**config.mk**
```make
export PLATFORM = sky130hd
export DESIGN_NAME = fpm_mul
export DESIGN_NICKNAME = d
export VERILOG_FILES = /design/src/rtl/fpm_pkg.sv /design/src/rtl/fpm_unpack.sv /design/src/rtl/fpm_round.sv /design/src/rtl/fpm_mul.sv
export SDC_FILE = /design/constraint.sdc
export NUM_CORES = 2
export LEC_CHECK = 0
export ABC_CLOCK_PERIOD_IN_PS = 8500
export BUFFER_PORTS_ARGS = -buffer_cell sky130_fd_sc_hd__buf_2
export CORE_AREA = 3 3 221 223
export DETAILED_ROUTE_END_ITERATION = 10
export DIE_AREA = 0 0 224 226
export PLACE_DENSITY = 0.72
export SYNTH_ARGS = -nofsm -noshare
export SYNTH_HDL_FRONTEND = slang
export SYNTH_SLANG_ARGS = --single-unit
```
**constraint.sdc**
```tcl
create_clock -name clk -period 8.5 [get_ports clk]
set_input_delay 0.425 -clock clk [delete_from_list [all_inputs] [get_ports clk]]
set_output_delay 0.425 -clock clk [all_outputs]
set_load 0.03 [all_outputs]
```
**src/rtl/fpm_pkg.sv**
```systemverilog
// Package: shared widths and types of the binary32 multiplier.
// Assumes: binary32 field layout (sign, exponent, fraction, MSB first).
package fpm_pkg;
    localparam int EXP_W  = 8;
    localparam int FRAC_W = 23;
    localparam int WORD_W = 1 + EXP_W + FRAC_W;
    localparam int SIG_W  = FRAC_W + 1;           // with hidden one
    localparam int PROD_W = 2 * SIG_W;
    localparam int EXT_W  = EXP_W + 2;            // signed working exponent
    localparam int BIAS   = (1 << (EXP_W - 1)) - 1;
    localparam int EXP_MAX = (1 << EXP_W) - 1;
    localparam logic [WORD_W-1:0] QNAN = {1'b0, {EXP_W{1'b1}}, 1'b1, {(FRAC_W-1){1'b0}}};

    typedef struct packed {
        logic              sign;
        logic [EXP_W-1:0]  exp;
        logic [SIG_W-1:0]  sig;
        logic              is_zero;
        logic              is_inf;
        logic              is_nan;
    } fpm_op_t;

    typedef enum logic [2:0] {
        K_NORM, K_ZERO, K_INF, K_NAN, K_INVALID
    } fpm_kind_e;
endpackage

```
**src/rtl/fpm_unpack.sv**
```systemverilog
// Module: splits one binary32 word into fields and classes it.
// Assumes: subnormals are flushed, so a zero exponent means zero.
module fpm_unpack
    import fpm_pkg::*;
(
    input  logic [WORD_W-1:0] word,
    output fpm_op_t           op
);
    logic [EXP_W-1:0]  e;
    logic [FRAC_W-1:0] f;

    assign e = word[WORD_W-2 -: EXP_W];
    assign f = word[FRAC_W-1:0];

    // Field split and class decode.
    always_comb begin
        op.sign    = word[WORD_W-1];
        op.exp     = e;
        op.sig     = {1'b1, f};
        op.is_zero = (e == '0);
        op.is_inf  = (e == '1) && (f == '0);
        op.is_nan  = (e == '1) && (f != '0);
    end
endmodule

```
**src/rtl/fpm_round.sv**
```systemverilog
// Module: normalizes the raw significand product, rounds to nearest even
// and packs the result word and flags for every operand class.
// Assumes: prod lies in [1,4) in units of 2^(2*FRAC_W) for K_NORM.
module fpm_round
    import fpm_pkg::*;
(
    input  logic                    sign,
    input  logic signed [EXT_W-1:0] exp_sum,
    input  logic [PROD_W-1:0]       prod,
    input  fpm_kind_e               kind,
    output logic [WORD_W-1:0]       result,
    output logic                    ovf,
    output logic                    unf,
    output logic                    inv,
    output logic                    inx
);
    logic                    top;
    logic [FRAC_W-1:0]       frac_raw;
    logic                    g_bit, r_bit, s_bit, up;
    logic [FRAC_W:0]         frac_rnd;
    logic signed [EXT_W-1:0] exp_n, exp_f;

    // Normalize by one position when the product reached 2.
    always_comb begin
        top = prod[PROD_W-1];
        if (top) begin
            frac_raw = prod[PROD_W-2 -: FRAC_W];
            g_bit    = prod[FRAC_W];
            r_bit    = prod[FRAC_W-1];
            s_bit    = |prod[FRAC_W-2:0];
        end else begin
            frac_raw = prod[PROD_W-3 -: FRAC_W];
            g_bit    = prod[FRAC_W-1];
            r_bit    = prod[FRAC_W-2];
            s_bit    = |prod[FRAC_W-3:0];
        end
        exp_n = exp_sum + EXT_W'(top);
    end

    // Round to nearest, ties to even; a carry bumps the exponent.
    always_comb begin
        up       = g_bit & (r_bit | s_bit | frac_raw[0]);
        frac_rnd = {1'b0, frac_raw} + (FRAC_W+1)'(up);
        exp_f    = exp_n + EXT_W'(frac_rnd[FRAC_W]);
    end

    // Select the packed word and flags from the operand class.
    always_comb begin
        result = '0;
        ovf = 1'b0; unf = 1'b0; inv = 1'b0; inx = 1'b0;
        unique case (kind)
            K_NAN:     result = QNAN;
            K_INVALID: begin result = QNAN; inv = 1'b1; end
            K_INF:     result = {sign, {EXP_W{1'b1}}, {FRAC_W{1'b0}}};
            K_ZERO:    result = {sign, {(WORD_W-1){1'b0}}};
            default: begin
                if (exp_f >= EXT_W'(EXP_MAX)) begin
                    result = {sign, {EXP_W{1'b1}}, {FRAC_W{1'b0}}};
                    ovf = 1'b1; inx = 1'b1;
                end else if (exp_f <= 0) begin
                    result = {sign, {(WORD_W-1){1'b0}}};
                    unf = 1'b1; inx = 1'b1;
                end else begin
                    result = {sign, exp_f[EXP_W-1:0], frac_rnd[FRAC_W-1:0]};
                    inx = g_bit | r_bit | s_bit;
                end
            end
        endcase
    end
endmodule

```
**src/rtl/fpm_mul.sv**
```systemverilog
// Module: two-stage binary32 multiplier. Stage 1 classes the operands,
// adds exponents and multiplies significands; stage 2 rounds and packs.
// Assumes: one pair per cycle at most; no back-pressure.
module fpm_mul
    import fpm_pkg::*;
(
    input  logic              clk,
    input  logic              rst_n,
    input  logic              in_valid,
    input  logic [WORD_W-1:0] op_a,
    input  logic [WORD_W-1:0] op_b,
    output logic              out_valid,
    output logic [WORD_W-1:0] product,
    output logic              flag_overflow,
    output logic              flag_underflow,
    output logic              flag_invalid,
    output logic              flag_inexact
);
    localparam int N_OPS = 2;

    logic [WORD_W-1:0] words [N_OPS];
    fpm_op_t           ops   [N_OPS];
    fpm_kind_e         kind_c;

    assign words[0] = op_a;
    assign words[1] = op_b;

    genvar gi;
    generate
        for (gi = 0; gi < N_OPS; gi++) begin : g_unpack
            fpm_unpack u_unp (.word(words[gi]), .op(ops[gi]));
        end
    endgenerate

    // Class priority: NaN, zero-times-infinity, infinity, zero, normal.
    always_comb begin
        if (ops[0].is_nan || ops[1].is_nan)
            kind_c = K_NAN;
        else if ((ops[0].is_inf && ops[1].is_zero) || (ops[0].is_zero && ops[1].is_inf))
            kind_c = K_INVALID;
        else if (ops[0].is_inf || ops[1].is_inf)
            kind_c = K_INF;
        else if (ops[0].is_zero || ops[1].is_zero)
            kind_c = K_ZERO;
        else
            kind_c = K_NORM;
    end

    logic                    s1_valid, s1_sign;
    logic signed [EXT_W-1:0] s1_exp;
    logic [PROD_W-1:0]       s1_prod;
    fpm_kind_e               s1_kind;

    // Stage 1 register: exponent sum minus one bias and raw significand product.
    always_ff @(posedge clk) begin
        if (!rst_n) begin
            s1_valid <= 1'b0;
            s1_sign  <= 1'b0;
            s1_exp   <= '0;
            s1_prod  <= '0;
            s1_kind  <= K_ZERO;
        end else begin
            s1_valid <= in_valid;
            s1_sign  <= ops[0].sign ^ ops[1].sign;
            s1_exp   <= $signed({2'b00, ops[0].exp}) + $signed({2'b00, ops[1].exp})
                        - EXT_W'(BIAS);
            s1_prod  <= {{SIG_W{1'b0}}, ops[0].sig} * {{SIG_W{1'b0}}, ops[1].sig};
            s1_kind  <= kind_c;
        end
    end

    logic [WORD_W-1:0] r_word;
    logic              r_ovf, r_unf, r_inv, r_inx;

    fpm_round u_round (
        .sign(s1_sign), .exp_sum(s1_exp), .prod(s1_prod), .kind(s1_kind),
        .result(r_word), .ovf(r_ovf), .unf(r_unf), .inv(r_inv), .inx(r_inx)
    );

    // Stage 2 register: rounded word and flags to the ports.
    always_ff @(posedge clk) begin
        if (!rst_n) begin
            out_valid      <= 1'b0;
            product        <= '0;
            flag_overflow  <= 1'b0;
            flag_underflow <= 1'b0;
            flag_invalid   <= 1'b0;
            flag_inexact   <= 1'b0;
        end else begin
            out_valid      <= s1_valid;
            product        <= r_word;
            flag_overflow  <= r_ovf;
            flag_underflow <= r_unf;
            flag_invalid   <= r_inv;
            flag_inexact   <= r_inx;
        end
    end

    logic [EXP_W-1:0]  p_exp;
    logic [FRAC_W-1:0] p_frac;
    assign p_exp  = product[WORD_W-2 -: EXP_W];
    assign p_frac = product[FRAC_W-1:0];

    AST_VALID_FOLLOWS: assert property (@(posedge clk) disable iff (!rst_n)
        out_valid |-> $past(in_valid, 2)) else $error("valid latency");
    AST_VALID_ARRIVES: assert property (@(posedge clk) disable iff (!rst_n)
        ($past(in_valid, 2) && $past(rst_n, 1) && $past(rst_n, 2)) |-> out_valid)
        else $error("valid dropped");
    AST_SIGN_XOR: assert property (@(posedge clk) disable iff (!rst_n)
        (out_valid && !(p_exp == '1 && p_frac != '0))
        |-> product[WORD_W-1] == ($past(op_a[WORD_W-1], 2) ^ $past(op_b[WORD_W-1], 2)))
        else $error("sign");
    AST_NO_SUBNORMAL: assert property (@(posedge clk) disable iff (!rst_n)
        out_valid |-> !(p_exp == '0 && p_frac != '0)) else $error("subnormal out");
    AST_OVF_IS_INF: assert property (@(posedge clk) disable iff (!rst_n)
        flag_overflow |-> (p_exp == '1 && p_frac == '0 && flag_inexact))
        else $error("overflow word");
    AST_UNF_IS_ZERO: assert property (@(posedge clk) disable iff (!rst_n)
        flag_underflow |-> (product[WORD_W-2:0] == '0 && flag_inexact))
        else $error("underflow word");
    AST_INV_IS_QNAN: assert property (@(posedge clk) disable iff (!rst_n)
        flag_invalid |-> (product == QNAN && !flag_inexact)) else $error("invalid word");
    AST_NAN_CANON: assert property (@(posedge clk) disable iff (!rst_n)
        (out_valid && p_exp == '1 && p_frac != '0) |-> product == QNAN)
        else $error("nan word");
    AST_FLAGS_EXCL: assert property (@(posedge clk) disable iff (!rst_n)
        $onehot0({flag_overflow, flag_underflow, flag_invalid})) else $error("flags");
endmodule

```
==> results.sh <==
export IMPL_most_common_layout_cells="603 x inv_1, 484 x fa_1, 317 x nand2_1, 274 x and2_1, 191 x ha_1"
export IMPL_post_cts_resized=0
export IMPL_synthAdderAreaFrac_pct=51.5
export IMPL_wl_mm=64.0
export IMPL_worstSkewPairLatency_ns=0.35
export IMPL_worstSetupStartpointType="input pin"
export IMPL_clkSinkCount=100
export IMPL_rsz0062_at_grt="false"
export IMPL_post_drt_wl_per_cell_um=19.3
export IMPL_cts_hold_buf=0
export IMPL_use_met1_pct=34.5
export IMPL_synth_edf_count=0
export IMPL_ff2ff_path_depth=20
export IMPL_grt_pass1_wl_mm=103
export IMPL_yosys_register_bits=100
export IMPL_final_max_slew_viol_count=0
export IMPL_worstPathArrival_ns=7.45
export IMPL_rows=79
export IMPL_cts_clk_slew_worst_paths_ns=0.07
export IMPL_ys_warn_count=0
export IMPL_synth_xor_area_share_pct=2.80
export IMPL_busiest_layer="met2"
export IMPL_met2_usage_pct=44.0
export IMPL_grt_use_total_pct=25.9
export IMPL_synth_compound_area_share_pct=6.23
export IMPL_rrSetupSlack_ns=2.64
export IMPL_max_slew_margin_pct=49.6
export IMPL_hp_start="in_valid"
export IMPL_h_tree_depth=3
export IMPL_vias=18100
export IMPL_post_cts_buffers=0
export IMPL_numCtsBuffers=9
export IMPL_dpl_hpwl_mm=50.5
export IMPL_drc=0
export IMPL_synth_ff_type="dfxtp_1"
export IMPL_cts_root_buf="clkbuf_16"
export IMPL_detail_route_antenna_nets=0
export IMPL_rr_startpoint="s1_prod[47]"
export IMPL_die_h_um=226
export IMPL_synth_cell_types=67
export IMPL_hold_class="input pin to flop"
export IMPL_die_w_um=224
export IMPL_antenna_found_initial=0
export IMPL_syn_num_nets=3438
export IMPL_status="finished, final reports clean"
export IMPL_tightest_slew_ns=0.753
export IMPL_maxCapViolCount=0
export IMPL_path_class="input pin to flop"
export IMPL_synthSimpleGateAreaFrac_pct=18.6
export IMPL_firstDrtPassIters=5
export IMPL_synth_async_reset_ratio_pct=0
export IMPL_syn2layout_area_growth_pct=4.97
export IMPL_grt_max_degree=54
export IMPL_cp_max_fo=19
export IMPL_mostFrequentLayoutCell="inv_1"
export IMPL_end_kind="flop"
export IMPL_yosysSeqAreaShare_pct=8.54
export IMPL_io_buffers=103
export IMPL_grt_pass1_vias=19300
export IMPL_muxShareOfSynthArea_pct=0.619
export IMPL_ios=104
export IMPL_gp_congestion=0.979
export IMPL_fin_crit_ns=7.21
export IMPL_cts_tree="built"
export IMPL_finalClockSkew_ns=0.0111
export IMPL_setup_violations_final=0
export IMPL_drtIter0Drc=1466
export IMPL_period_share_pct=84.8
export IMPL_hold_depth=2
export IMPL_synth_area_um2=23400
export IMPL_grtUsageMet3_pct=3.51
export IMPL_synth_top_family_by_area="adder cells"
export IMPL_hold_viol_final=0
export IMPL_critPathLaunch="op_b[8]"
export IMPL_gr_total_overflow=0
export IMPL_drt_vias_per_instance=5.46
export IMPL_fmax_mhz=139
export IMPL_dieArea_um2=50600
export IMPL_required_ns=8.74
export IMPL_diodes=0
export IMPL_drive_gt1_share_pct=5.40
export IMPL_dp_cells=3294
export IMPL_synth_avg_cell_area_um2=8.70
export IMPL_core_um2=46800
export IMPL_layout_cells_non_filler=3310
export IMPL_tns_ns=0
export IMPL_cts_buffer_depth=2
export IMPL_synthCells=2696
export IMPL_finalNetCount=3440
export IMPL_start_util_pct=50.1
-- final cells by class --
class	count	area, µm²
repair buffers	112	583
clock inverters	7	67.6
fillers	4253	22100
clock buffers	9	225
well taps	607	759
inverters	606	2270
multi-input cells	1869	18700
flip-flops and latches	100	2000
-- cells in the mapped netlist (3+ instances only) --
| master | count | area (µm²) |
|---|---|---|
| inv_1 | 603 | 2260 |
| fa_1 | 484 | 9690 |
| nand2_1 | 317 | 1190 |
| and2_1 | 274 | 1710 |
| ha_1 | 191 | 2390 |
| nor2_1 | 138 | 518 |
| clkbuf_1 | 112 | 420 |
| dfxtp_1 | 100 | 2000 |
| a21oi_1 | 70 | 350 |
| o21ai_0 | 43 | 215 |
| xnor2_1 | 42 | 368 |
| nand3_1 | 38 | 190 |
| xor2_1 | 33 | 289 |
| a21o_1 | 31 | 233 |
| nor3_1 | 31 | 155 |
| a211oi_1 | 17 | 128 |
| nor4_1 | 17 | 106 |
| nand4_1 | 15 | 93.8 |
| and3_1 | 13 | 81.3 |
| nor2b_1 | 13 | 81.3 |
| mux2i_1 | 10 | 100 |
| o21bai_1 | 10 | 75.1 |
| a31oi_1 | 8 | 50.1 |
| nor3b_1 | 7 | 52.6 |
| nand2b_1 | 6 | 37.5 |
| buf_2 | 5 | 25.0 |
| a221oi_1 | 4 | 35.0 |
| mux2_2 | 4 | 45.0 |
| o21a_1 | 4 | 30.0 |
| o31ai_1 | 4 | 30.0 |
| or3_1 | 4 | 25.0 |
| clkinv_1 | 3 | 11.3 |
| o2111ai_1 | 3 | 26.3 |
| o211ai_1 | 3 | 22.5 |
| or4_1 | 3 | 22.5 |
-- registers in the layout (all words and copies together), names as in the netlist --
| signal | cells |
|---|---|
| flag_inexact | 1 |
| flag_invalid | 1 |
| flag_overflow | 1 |
| flag_underflow | 1 |
| out_valid | 1 |
| product | 32 |
| s1_exp | 10 |
| s1_kind | 3 |
| s1_prod | 48 |
| s1_sign | 1 |
| s1_valid | 1 |
-- through the flow --
stage,util [%],worst slack [ns],cell area (µm²),hold WS [ns]
3_5_place_dp,52.0,1.05,24300,0.423
4_1_cts,52.6,1.40,24600,0.276
3_3_place_gp,52.0,1.08,24300,0.419
6_report,52.6,1.29,24600,0.289
5_1_grt,52.6,0.986,24600,0.283
2_1_floorplan,-,1.83,23400,0.412
-- per-layer routing --
metal / wire length, µm / vias up
li1: - / 8096
met1: 26600 / 8989
met2: 30100 / 843
met3: 4980 / 143
met4: 2340 / 0
met5: 0 / -
-- kinds of logic (layout without fill, tap and decap cells) --
kind of cell,count (synthesis),count (layout)
multiplexers,14,14
XOR/XNOR,75,75
adder cells (fa/ha/maj),675,675
buffers and inverters,727,734
AO/OA/AOI/OAI,221,221
flip-flops,100,100
AND/OR/NAND/NOR,884,884
-- worst paths after layout --
path | endpoint
min reg2reg | out_valid
min | s1_valid
max reg2reg | product[17]
max | s1_prod[47]
-- critical path: stages --
cell       delay [ns]
buf_2            0.39
inv_1            0.29
nor2_1           0.20
fa_1             0.45
fa_1             0.51
inv_1            0.05
fa_1             0.47
inv_1            0.05
fa_1             0.49
inv_1            0.06
fa_1             0.55
inv_1            0.06
fa_1             0.47
inv_1            0.05
fa_1             0.56
inv_1            0.07
ha_1             0.33
a21oi_1          0.18
nor2_1           0.06
a311o_1          0.32
a41o_1           0.29
o2111ai_2        0.37
a21oi_1          0.14
o41ai_2          0.23
mux2_2           0.37
Power is left out: the tool's default activity adds up to more than one toggle a clock period on the data nets, which glitch-free logic cannot reach.
